===== config.mk =====
export PLATFORM = sky130hd
export DESIGN_NAME = neuron_update_pipe
export DESIGN_NICKNAME = d
export VERILOG_FILES = /design/src/rtl/nup_pkg.sv /design/src/rtl/nup_param_regs.sv /design/src/rtl/nup_filter_stage.sv /design/src/rtl/nup_soma_stage.sv /design/src/rtl/neuron_update_pipe.sv
export SDC_FILE = /design/constraint.sdc
export NUM_CORES = 2
export LEC_CHECK = 0
export ABC_AREA = 1
export BUFFER_PORTS_ARGS = -buffer_cell sky130_fd_sc_hd__buf_4
export CAP_MARGIN = 20
export CELL_PAD_IN_SITES_DETAIL_PLACEMENT = 2
export CELL_PAD_IN_SITES_GLOBAL_PLACEMENT = 2
export CORE_MARGIN = 1
export CORE_UTILIZATION = 34
export CTS_CLUSTER_SIZE = 10
export DETAILED_ROUTE_END_ITERATION = 10
export GPL_ROUTABILITY_DRIVEN = 0
export PLACE_DENSITY = 0.86
export REMOVE_ABC_BUFFERS = 1
export SLEW_MARGIN = 20
export SYNTH_ARGS = -nofsm -noshare
export SYNTH_HDL_FRONTEND = slang
export SYNTH_HIERARCHICAL = 1
export SYNTH_SLANG_ARGS = --single-unit

===== constraint.sdc =====
create_clock -name clk -period 9.75 [get_ports clk]
set_input_delay 0.4875 -clock clk [delete_from_list [all_inputs] [get_ports clk]]
set_output_delay 0.4875 -clock clk [all_outputs]
set_load 0.1 [all_outputs]

===== src/rtl/nup_pkg.sv =====
package nup_pkg;
  localparam int OPC_W = 3;
  localparam logic [OPC_W-1:0] OP_ADD  = 3'd0;
  localparam logic [OPC_W-1:0] OP_SUB  = 3'd1;
  localparam logic [OPC_W-1:0] OP_LINK = 3'd2;
  localparam logic [OPC_W-1:0] OP_CASC = 3'd3;
  localparam logic [OPC_W-1:0] OP_REFR = 3'd4;
endpackage


===== src/rtl/nup_param_regs.sv =====
module nup_param_regs #(
  parameter int W      = 16,
  parameter int FILT   = 8,
  parameter int OPC_W  = 3,
  parameter int PRM_DW = 32,
  localparam int FIDX_W = $clog2(FILT),
  localparam int PRM_AW = $clog2(FILT + 2)
) (
  input  logic                clk,
  input  logic                rst,
  input  logic                we,
  input  logic [PRM_AW-1:0]   addr,
  input  logic [PRM_DW-1:0]   data,
  input  logic [FIDX_W-1:0]   rd_fidx,
  output logic [W-1:0]        rd_rate,
  output logic [OPC_W-1:0]    rd_op,
  output logic signed [W-1:0] thr,
  output logic [W-2:0]        eta0
);
  logic [W-1:0]     rate_arr [FILT];
  logic [OPC_W-1:0] op_arr   [FILT];

  // one register pair per filter slot
  for (genvar s = 0; s < FILT; s++) begin : g_slot
    logic [W-1:0]     rate_q;
    logic [OPC_W-1:0] op_q;
    always_ff @(posedge clk) begin
      if (rst) begin
        rate_q <= '0;
        op_q   <= '0;
      end else if (we && addr == PRM_AW'(s)) begin
        rate_q <= data[W-1:0];
        op_q   <= data[W+OPC_W-1:W];
      end
    end
    assign rate_arr[s] = rate_q;
    assign op_arr[s]   = op_q;
  end

  always_ff @(posedge clk) begin
    if (rst) begin
      thr  <= '0;
      eta0 <= '0;
    end else if (we) begin
      if (addr == PRM_AW'(FILT))     thr  <= data[W-1:0];
      if (addr == PRM_AW'(FILT + 1)) eta0 <= data[W-2:0];
    end
  end

  assign rd_rate = rate_arr[rd_fidx];
  assign rd_op   = op_arr[rd_fidx];
endmodule


===== src/rtl/nup_filter_stage.sv =====
module nup_filter_stage
  import nup_pkg::*;
#(
  parameter int W      = 16,
  parameter int FIDX_W = 3,
  parameter int NRN_W  = 10
) (
  input  logic                clk,
  input  logic                rst,
  input  logic                in_valid,
  input  logic signed [W-1:0] in_pot,
  input  logic                in_tag,
  input  logic signed [W-1:0] in_delta,
  input  logic                in_dtag,
  input  logic [FIDX_W-1:0]   in_fidx,
  input  logic                in_last,
  input  logic [NRN_W-1:0]    in_nrn,
  input  logic [W-1:0]        rate,
  input  logic [OPC_W-1:0]    op,
  output logic                b_valid,
  output logic signed [W-1:0] b_val,
  output logic [OPC_W-1:0]    b_op,
  output logic                b_last,
  output logic [FIDX_W-1:0]   b_fidx,
  output logic [NRN_W-1:0]    b_nrn
);
  localparam int PW = 2 * W + 1;
  localparam int SW = W + 2;
  localparam logic signed [PW-1:0] HALF  = {{(W+1){1'b0}}, 1'b1, {(W-1){1'b0}}};
  localparam logic signed [PW-1:0] PMAX  = {{(W+2){1'b0}}, {(W-1){1'b1}}};
  localparam logic signed [PW-1:0] PMIN  = {{(W+2){1'b1}}, {(W-1){1'b0}}};
  localparam logic signed [SW-1:0] SMAX  = {3'b000, {(W-1){1'b1}}};
  localparam logic signed [SW-1:0] SMIN  = {3'b111, {(W-1){1'b0}}};

  // stage A: leak multiply with round-half-up
  logic signed [W-1:0]  pot_sel;
  logic signed [PW-1:0] prod, prod_sh;
  logic signed [W-1:0]  dec;
  assign pot_sel = in_tag ? in_pot : '0;
  assign prod    = $signed({{(W+1){pot_sel[W-1]}}, pot_sel}) * $signed({{(W+1){1'b0}}, rate});
  assign prod_sh = (prod + HALF) >>> W;
  always_comb begin
    if (prod_sh > PMAX)      dec = PMAX[W-1:0];
    else if (prod_sh < PMIN) dec = PMIN[W-1:0];
    else                     dec = prod_sh[W-1:0];
  end

  logic                a_valid, a_last;
  logic signed [W-1:0] a_dec, a_delta;
  logic [OPC_W-1:0]    a_op;
  logic [FIDX_W-1:0]   a_fidx;
  logic [NRN_W-1:0]    a_nrn;

  always_ff @(posedge clk) begin
    if (rst) a_valid <= 1'b0;
    else     a_valid <= in_valid;
    if (in_valid) begin
      a_dec   <= dec;
      a_delta <= in_dtag ? in_delta : '0;
      a_op    <= op;
      a_last  <= in_last;
      a_fidx  <= in_fidx;
      a_nrn   <= in_nrn;
    end
  end

  // stage B: add delta plus cascaded value of the previous beat
  logic                b_casc;
  logic signed [W-1:0] carry;
  logic signed [SW-1:0] sum;
  logic signed [W-1:0] nv;
  assign carry = b_casc ? b_val : '0;
  assign sum = $signed({{2{a_dec[W-1]}}, a_dec}) + $signed({{2{a_delta[W-1]}}, a_delta})
             + $signed({{2{carry[W-1]}}, carry});
  always_comb begin
    if (sum > SMAX)      nv = SMAX[W-1:0];
    else if (sum < SMIN) nv = SMIN[W-1:0];
    else                 nv = sum[W-1:0];
  end

  always_ff @(posedge clk) begin
    if (rst) begin
      b_valid <= 1'b0;
      b_casc  <= 1'b0;
      b_val   <= '0;
    end else begin
      b_valid <= a_valid;
      if (a_valid) begin
        b_val  <= nv;
        b_casc <= (a_op == OP_CASC) && !a_last;
      end
    end
    if (a_valid) begin
      b_op   <= a_op;
      b_last <= a_last;
      b_fidx <= a_fidx;
      b_nrn  <= a_nrn;
    end
  end
endmodule


===== src/rtl/nup_soma_stage.sv =====
module nup_soma_stage
  import nup_pkg::*;
#(
  parameter int W       = 16,
  parameter int ACC_W   = 24,
  parameter int FIDX_W  = 3,
  parameter int NRN_W   = 10,
  parameter int LINK_SH = 8
) (
  input  logic                clk,
  input  logic                rst,
  input  logic                b_valid,
  input  logic signed [W-1:0] b_val,
  input  logic [OPC_W-1:0]    b_op,
  input  logic                b_last,
  input  logic [FIDX_W-1:0]   b_fidx,
  input  logic [NRN_W-1:0]    b_nrn,
  input  logic signed [W-1:0] thr,
  input  logic [W-2:0]        eta0,
  output logic                out_valid,
  output logic signed [W-1:0] out_pot,
  output logic [FIDX_W-1:0]   out_fidx,
  output logic [NRN_W-1:0]    out_nrn,
  output logic                spk_valid,
  output logic [NRN_W-1:0]    spk_addr
);
  localparam int LW = ACC_W + W;
  localparam int XW = LW + 1;
  localparam logic signed [XW-1:0] AMAX = {{(W+2){1'b0}}, {(ACC_W-1){1'b1}}};
  localparam logic signed [XW-1:0] AMIN = {{(W+2){1'b1}}, {(ACC_W-1){1'b0}}};

  logic signed [ACC_W-1:0] acc, acc_next, thr_eff;
  logic signed [W-1:0]     refr, refr_cur, neg_eta;
  logic signed [LW-1:0]    lprod;
  logic signed [XW-1:0]    ext_acc, ext_v, wide;
  logic                    fire;

  assign ext_acc = $signed({{(W+1){acc[ACC_W-1]}}, acc});
  assign ext_v   = $signed({{(ACC_W+1){b_val[W-1]}}, b_val});
  assign lprod   = $signed({{W{acc[ACC_W-1]}}, acc}) * $signed({{ACC_W{b_val[W-1]}}, b_val});

  always_comb begin
    case (b_op)
      OP_ADD:  wide = ext_acc + ext_v;
      OP_SUB:  wide = ext_acc - ext_v;
      OP_LINK: wide = ext_acc + ($signed({lprod[LW-1], lprod}) >>> LINK_SH);
      default: wide = ext_acc;
    endcase
    if (wide > AMAX)      acc_next = AMAX[ACC_W-1:0];
    else if (wide < AMIN) acc_next = AMIN[ACC_W-1:0];
    else                  acc_next = wide[ACC_W-1:0];
  end

  // dynamic threshold: static level raised by the refractory potential
  assign refr_cur = (b_op == OP_REFR) ? b_val : refr;
  assign thr_eff  = $signed({{(ACC_W-W){thr[W-1]}}, thr})
                  - $signed({{(ACC_W-W){refr_cur[W-1]}}, refr_cur});
  assign fire     = b_valid && b_last && (acc_next > thr_eff);
  assign neg_eta  = '0 - $signed({1'b0, eta0});

  always_ff @(posedge clk) begin
    if (rst) begin
      out_valid <= 1'b0;
      spk_valid <= 1'b0;
      acc       <= '0;
      refr      <= '0;
    end else begin
      out_valid <= b_valid;
      spk_valid <= fire;
      if (b_valid) begin
        acc  <= b_last ? '0 : acc_next;
        refr <= b_last ? '0 : refr_cur;
      end
    end
    if (b_valid) begin
      out_pot  <= (fire && b_op == OP_REFR) ? neg_eta : b_val;
      out_fidx <= b_fidx;
      out_nrn  <= b_nrn;
      spk_addr <= b_nrn;
    end
  end
endmodule


===== src/rtl/neuron_update_pipe.sv =====
module neuron_update_pipe
  import nup_pkg::*;
#(
  parameter int W       = 16,
  parameter int FILT    = 8,
  parameter int NRN_W   = 10,
  parameter int ACC_W   = 24,
  parameter int LINK_SH = 8,
  parameter int PRM_DW  = 32,
  localparam int FIDX_W = $clog2(FILT),
  localparam int PRM_AW = $clog2(FILT + 2)
) (
  input  logic                clk,
  input  logic                rst,
  input  logic                in_valid,
  input  logic signed [W-1:0] in_pot,
  input  logic                in_tag,
  input  logic signed [W-1:0] in_delta,
  input  logic                in_dtag,
  input  logic [FIDX_W-1:0]   in_fidx,
  input  logic                in_last,
  input  logic [NRN_W-1:0]    in_nrn,
  input  logic                prm_we,
  input  logic [PRM_AW-1:0]   prm_addr,
  input  logic [PRM_DW-1:0]   prm_data,
  output logic                out_valid,
  output logic signed [W-1:0] out_pot,
  output logic [FIDX_W-1:0]   out_fidx,
  output logic [NRN_W-1:0]    out_nrn,
  output logic                spk_valid,
  output logic [NRN_W-1:0]    spk_addr
);
  logic [W-1:0]        rate;
  logic [OPC_W-1:0]    op;
  logic signed [W-1:0] thr;
  logic [W-2:0]        eta0;

  logic                b_valid, b_last;
  logic signed [W-1:0] b_val;
  logic [OPC_W-1:0]    b_op;
  logic [FIDX_W-1:0]   b_fidx;
  logic [NRN_W-1:0]    b_nrn;

  nup_param_regs #(.W(W), .FILT(FILT), .OPC_W(OPC_W), .PRM_DW(PRM_DW)) u_prm (
    .clk(clk), .rst(rst), .we(prm_we), .addr(prm_addr), .data(prm_data),
    .rd_fidx(in_fidx), .rd_rate(rate), .rd_op(op), .thr(thr), .eta0(eta0)
  );

  nup_filter_stage #(.W(W), .FIDX_W(FIDX_W), .NRN_W(NRN_W)) u_flt (
    .clk(clk), .rst(rst), .in_valid(in_valid), .in_pot(in_pot), .in_tag(in_tag),
    .in_delta(in_delta), .in_dtag(in_dtag), .in_fidx(in_fidx), .in_last(in_last),
    .in_nrn(in_nrn), .rate(rate), .op(op), .b_valid(b_valid), .b_val(b_val),
    .b_op(b_op), .b_last(b_last), .b_fidx(b_fidx), .b_nrn(b_nrn)
  );

  nup_soma_stage #(.W(W), .ACC_W(ACC_W), .FIDX_W(FIDX_W), .NRN_W(NRN_W),
                   .LINK_SH(LINK_SH)) u_soma (
    .clk(clk), .rst(rst), .b_valid(b_valid), .b_val(b_val), .b_op(b_op),
    .b_last(b_last), .b_fidx(b_fidx), .b_nrn(b_nrn), .thr(thr), .eta0(eta0),
    .out_valid(out_valid), .out_pot(out_pot), .out_fidx(out_fidx),
    .out_nrn(out_nrn), .spk_valid(spk_valid), .spk_addr(spk_addr)
  );
endmodule


* Word level (Yosys, flattened, before mapping)
Index checks and enable logic that the tools add are counted.
Widths: inputs -> output; s select.
** Word-level totals
- Flip-flop bits (word level) :: 339
- Bits in latches :: 0
- Memory bits (writable) :: 0
- Memory bits (read-only) :: 0
- Input port bits :: 88
- Output and inout bits :: 41
- Logic and storage cells :: 106
- Memories kept :: 0
** Cells by class
- Add/subtract/negate cells :: 8
- $mul :: 2
- Div/mod/pow operators :: 0
- Magnitude comparators :: 8
- Equal/unequal tests :: 13
- Shift operators :: 0
- Mux-type cells :: 18
- Bitwise logic cells :: 1
- Reductions and logical operators :: 17
** Operators by type and width (number)
- $mux 16 :: 10
- $pmux 41 s3 :: 1
- $mux 24 :: 3
- $bmux 16 s3 :: 1
- $gt 41x24->1 const B :: 1
- $lt 41x24->1 const B :: 1
- $mul 24x16->40 :: 1
- $add 24x32->33 :: 1
- $add 33x17->33 const B :: 1
- $mul 16x17->33 :: 1
- $add 24x16->25 :: 1
- $sub 24x16->25 :: 1
- $gt 24x24->1 :: 1
- $add 17x16->18 :: 1
- $gt 18x16->1 const B :: 1
- $lt 18x16->1 const B :: 1
- $add 16x16->17 :: 1
- $gt 17x16->1 const B :: 1
- $lt 17x16->1 const B :: 1
- $sub 16x16->17 :: 1
- $eq 4x3->1 const B :: 4
- $sub 1x15->16 const A :: 1
- $logic_and 1x1->1 :: 12
- $bmux 3 s3 :: 1
- 13 further kinds :: 18

* Logic depth before layout (Yosys ltp)
- Depth in word-level cells :: 10
- Depth in mapped cells :: 60
- Gate-level depth less buffers :: 56

* Modules after synthesis
The synthesis kept the hierarchy.
** Modules (own cells, without submodules)
- nup_soma_stage :: instances 1, cells each 3531, area an instance 24644.9 µm², sequential area each 1711.6 µm²
- nup_filter_stage :: instances 1, cells each 1618, area an instance 13411.6 µm², sequential area each 2362.3 µm²
- nup_param_regs :: instances 1, cells each 1536, area an instance 9296.4 µm², sequential area each 3663.5 µm²

* Worst setup path after synthesis
OpenSTA, ideal clock, no wires.
- Path type :: register -> register
- Start :: register u_soma.acc[23]
- End :: register u_soma.out_pot[11] (data pin)
- Library setup time :: 265 ps
- Arrival time :: 9241 ps
- Data required time :: 9485 ps
- Setup slack :: 243 ps
- Cell stages (with the launch flop) :: 46
- Buffers on the path :: 4
- Clock period less this slack :: 9507 ps
- Cell sequence :: dfxtp_1 clkbuf_1 buf_1 nand2_1 inv_1 fa_1 fa_1 inv_1 fa_1 fa_1 fa_1 fa_1 inv_1 ha_1 a21oi_1 inv_1 a21oi_1 inv_1 (+10 left out) nand2_1 a21oi_1 o21ai_0 nor3_1 nand3_1 nand2_2 buf_6 nand2_2 ha_1 nand3_1 nor3_1 nand2_1 o2111ai_1 xnor2_1 nand3_1 clkbuf_1 nor2_1 a21oi_1
** On the way
- Longest elaborated chain between the ends :: 10
- Elaborated cells on any way between the ends :: 13
- Those cells by class :: add/sub: 3; mul: 1; order compare: 3; mux: 4; reduce/logical: 2
** RTL lines
- start: declaration :: line nup_soma_stage.sv:32 : logic signed [ACC_W-1:0] acc, acc_next, thr_eff;
- start signal: assignment :: line nup_soma_stage.sv:71 : acc <= b_last ? '0 : acc_next;
- $mul 24x16->40 :: line nup_soma_stage.sv:40 : assign lprod = $signed({{W{acc[ACC_W-1]}}, acc}) * $signed({{ACC_W{b_val[W-1]}}, b_val});
- $add 24x32->33 :: line nup_soma_stage.sv:46 : OP_LINK: wide = ext_acc + ($signed({lprod[LW-1], lprod}) >>> LINK_SH);
- $pmux 41 s3 * :: line nup_soma_stage.sv:43 : case (b_op)
- $lt 41x24->1 :: line nup_soma_stage.sv:50 : else if (wide < AMIN) acc_next = AMIN[ACC_W-1:0];
- $mux 24 :: line nup_soma_stage.sv:50
- $mux 24 * :: line nup_soma_stage.sv:49 : if (wide > AMAX) acc_next = AMAX[ACC_W-1:0];
- $gt 24x24->1 * :: line nup_soma_stage.sv:58 : assign fire = b_valid && b_last && (acc_next > thr_eff);
- $logic_and 1x1->1 * :: line nup_soma_stage.sv:58
- $logic_and 1x1->1 * :: line nup_soma_stage.sv:76 : out_pot <= (fire && b_op == OP_REFR) ? neg_eta : b_val;
- $mux 16 * :: line nup_soma_stage.sv:76
- end signal: assignment :: line nup_soma_stage.sv:76
- end: declaration :: line nup_soma_stage.sv:21 : output logic signed [W-1:0] out_pot,
Every way passes the cells marked *; elsewhere a longest branch is shown, timed or not.
A chain may end at the register's enable or synchronous reset.

* Worst setup path after layout
- Start :: register u_flt.b_val[4]
- End :: register u_soma.out_pot[6] (data pin)
** On the way
- Longest elaborated chain between the ends :: 10
- Elaborated cells on any way between the ends :: 15
- Those cells by class :: add/sub: 4; mul: 1; order compare: 3; mux: 5; reduce/logical: 2
** RTL lines
- start: declaration :: line nup_filter_stage.sv:21 : output logic signed [W-1:0] b_val,
- start signal: assignment :: line nup_filter_stage.sv:89 : b_val <= nv;
- $mul 24x16->40 :: line nup_soma_stage.sv:40
- $add 24x32->33 :: line nup_soma_stage.sv:46
- $pmux 41 s3 :: line nup_soma_stage.sv:43
- $lt 41x24->1 :: line nup_soma_stage.sv:50
- $mux 24 :: line nup_soma_stage.sv:50
- $mux 24 :: line nup_soma_stage.sv:49
- $gt 24x24->1 * :: line nup_soma_stage.sv:58
- $logic_and 1x1->1 * :: line nup_soma_stage.sv:58
- $logic_and 1x1->1 * :: line nup_soma_stage.sv:76
- $mux 16 * :: line nup_soma_stage.sv:76
Marks and branches as above.

==> results.toml <==
[drt]
vias = 54126
drtIter0Drc = 4695
viasPerCell = 6.063
wl_per_cell_um = 35.36
first_pass_iters = 6
wirelength_um = 315700
ant_nets = 0
route.detailed.drc = 0

[synthesis]
synth_top_area_share_pct = 24.82
synth_edf_count = 95
async_reset_ff_share_pct = 0
seq_area_frac_synth_pct = 16.34
yosysMostFrequentCell = "nand2_1"
ys.flop_type = "dfxtp_1"
yosys-top-cells-area = "fa_1 25%, nand2_1 14%, inv_1 11%"
yosysTopAreaCell = "fa_1"
synth_area_um2 = 47350
yosysWarnings = 6
synthTopCellsByCount = "1,734 x nand2_1, 1,366 x inv_1, 782 x nor2_1, 587 x fa_1, 363 x ha_1"
synth_fa_ha_area_share_pct = 34.41
synth_compound_area_share_pct = 6.236
syn_inst = 6685
synthMuxAreaShare_pct = 0
ys_ff_latch = 339
ys_types = 62
synth_xor_area_share_pct = 1.628
synth_top_family_by_area = "adder cells"
synth_simple_gate_area_share_pct = 27.31
syn_area_per_cell_um2 = 7.083

[setup_path]
critical_path.endpoint_type = "flip-flop"
worstSetupPathType = "flip-flop to flip-flop"
worst_r2r_endpoint = "u_soma/out_pot[6]$_DFFE_PP_"
slowest_delay_ns = 0.84
crit_path_start_kind = "flip-flop"
crit_arrival_ns = 12.14
required_ns = 10.17
crit_top_cell = "buf_4"
critPathMaxFanout = 9
reg2reg_slack_ns = -1.97
cpMaxStageDelayCell = "fa_1"
rr_startpoint = "u_flt/b_val[4]$_SDFFE_PP0P_"
reg2reg_depth = 53

[min_path]
hold_start = "in_last"
whs_path_depth = 1
hold_class = "primary input to flip-flop"
hold-path-endpoint = "u_flt/a_last$_DFFE_PP_"

[global_routing]
grt_use_total_pct = 38.02
antenna_found_initial = 26
overflow = 0
grt_pass1_vias = 60384
grt_pass1_wl_um = 397900
grt_max_degree = 96

[clocking]
clkTransAtPathRegs_ns = 0.07
clkSinkCount = 339
numCtsBuffers = 44
clock_latency_ns = 0.78
cts_tree = "yes"
cts.path.max_buffers = 3
clockRootBuffer = "clkbuf_16"
htree_levels = 2

[die]
die_h_um = 375.2
io-pin-count = 129
core_area_um2 = 137800
initial_core_util_pct = 34.36
dieArea_um2 = 140800
die_w_um = 375.2
rows = 136

[power]
ir_worst_vdd_mv = 0.1790
p_int_uw = 4112
p_clk_share_pct = 21.6
power_switching_share_pct = 51.23
power.total_uw = 8432
p_leak_uw = 0.02977
p_seq_share_pct = 19.3
p_switching_uw = 4320
combPwrFrac_pct = 59.1
power.density_nw_per_um2 = 145.8

[place]
dpl.hpwl_um = 185800
place_ws_ns = -1.378
port_buffers = 115
dp.cells = 8774

[sta]
fin_tns_setup_ns = -37.62
hold_viol_final = 1
slew_violations = 2
tightestPinTransition_ns = 2.441
rsz0062_at_grt = "true"
slew_headroom_pct = -62.72
setup_viol = 46
fin_ws_ns = -1.968
layout_min_cycle_time_ns = 11.72
clock_skew_ns = 0.1446
max_freq_ghz = 0.08534
whs_ns = -0.01615
fin_crit_sh_pct = 120.2

[finish]
fin_nets = 8138
layout-drive-gt1-share_pct = 18.32
fillCellCount = 15866
syn2layout_area_growth_pct = 22.10
instances_no_fill = 8928

[run_status]
failed_checks = "hold timing, capacitance limit, slew limit, setup timing"
status = "finished with violations"

[flow_run]
drv_cap = 1
## per-stage QoR
step	instance area (um^2)	util (%)
after global placement	53070	38.50
after floorplan	46000	-
after CTS	56220	40.79
after detailed placement	53070	38.50
after global routing	57810	41.94
final	57820	41.95
## cell families after synthesis
logic type / count (synthesis)
AO/OA/AOI/OAI: 517
XOR/XNOR: 88
adder cells (fa/ha/maj): 950
buffers and inverters: 1693
flip-flops: 339
AND/OR/NAND/NOR: 3098
## layout make-up
cell class	count	area [um^2]	area share (%)
clock inverters	9	192.7	0.3333
inverters	1414	5325	9.210
diodes	4	10.01	0.01731
clock buffers	67	1257	2.175
multi-input cells	4653	35370	61.17
well taps	1794	2245	3.882
flip-flops and latches	339	7772	13.44
repair buffers	648	5647	9.767
## worst max-delay path by stage
stage / start / end / slack [ns]
after global placement: u_flt/b_val[6]$_SDFFE_PP0P_ / u_soma/out_pot[14]$_DFFE_PP_ / -0.58
final: u_flt/b_val[4]$_SDFFE_PP0P_ / u_soma/out_pot[6]$_DFFE_PP_ / -1.97
after global routing: u_flt/b_val[4]$_SDFFE_PP0P_ / u_soma/out_pot[6]$_DFFE_PP_ / -1.86
after floorplan: u_flt/b_val[15]$_SDFFE_PP0P_ / u_soma/out_pot[15]$_DFFE_PP_ / -0.38
after detailed placement: u_flt/b_val[6]$_SDFFE_PP0P_ / u_soma/out_pot[12]$_DFFE_PP_ / -1.38
after CTS: u_flt/b_val[2]$_SDFFE_PP0P_ / u_soma/out_pot[5]$_DFFE_PP_ / -0.50
## routing by layer
layer	share of wire [%]	global-route usage (%)
met1	31	37.52
met2	46	67.52
met3	10	7.992
met4	13	33.42
met5	0.18	0
## power by group through the flow
stage	Clock (uW)	Sequential, uW	Combinational [uW]
after global placement	0	1630	3330
after detailed placement	0	1640	3720
final	1820	1630	4980
after CTS	1770	1620	4100
after global routing	1870	1630	5060
after floorplan	0	1710	2010
## sequential cells by signal (all words and copies together), names as in the netlist, 15 cells and up
| signal | flops |
|---|---|
| u_soma/refr | 16 |
| u_prm/thr | 16 |
| u_prm/g_slot.rate_q | 128 |
| u_prm/g_slot.op_q | 24 |
| u_soma/out_pot | 16 |
| u_soma/acc | 24 |
| u_flt/b_val | 16 |
| u_prm/eta0 | 15 |
| u_flt/a_dec | 16 |
| u_flt/a_delta | 16 |
## cells in the final DEF (no fill, tap or decap), types with 43 or more instances in the layout
cell type / Yosys / final
buf_4: 28 / 570
ha_1: 363 / 304
inv_1: 1366 / 1335
a21oi_1: 240 / 180
a21oi_2: 22 / 68
nand3_1: 309 / 294
fa_1: 587 / 557
o21ai_0: 131 / 106
inv_2: 21 / 47
xor2_1: 65 / 58
clkbuf_16: 0 / 45
nand2_2: 77 / 127
dfxtp_1: 244 / 228
nand4_1: 63 / 63
edfxtp_1: 95 / 95
nor2_2: 15 / 48
nand2_4: 20 / 57
ha_4: 0 / 53
nand2_1: 1734 / 1644
nor2_1: 782 / 722
buf_12: 3 / 43
## critical path, delay by kind of cell, from the launching register on
kind / cells / cell delay, ns
AO/OA/AOI/OAI: 13 / 2.28
XOR/XNOR: 2 / 0.43
adder cells (fa/ha/maj): 9 / 4.33
buffers and inverters: 14 / 2.07
flip-flops: 1 / 0.35
AND/OR/NAND/NOR: 15 / 1.95
## timing repair
item                                    4_1_cts  5_1_grt
cloned                                        7        1
endpoints found under the setup margin       17       17
pin swaps                                    88      127
resized for setup                           275      318
setup buffers                                29       30
hold endpoints to repair                     10        0
hold buffers                                 10        0
Power figures use the tool's default switching activity.
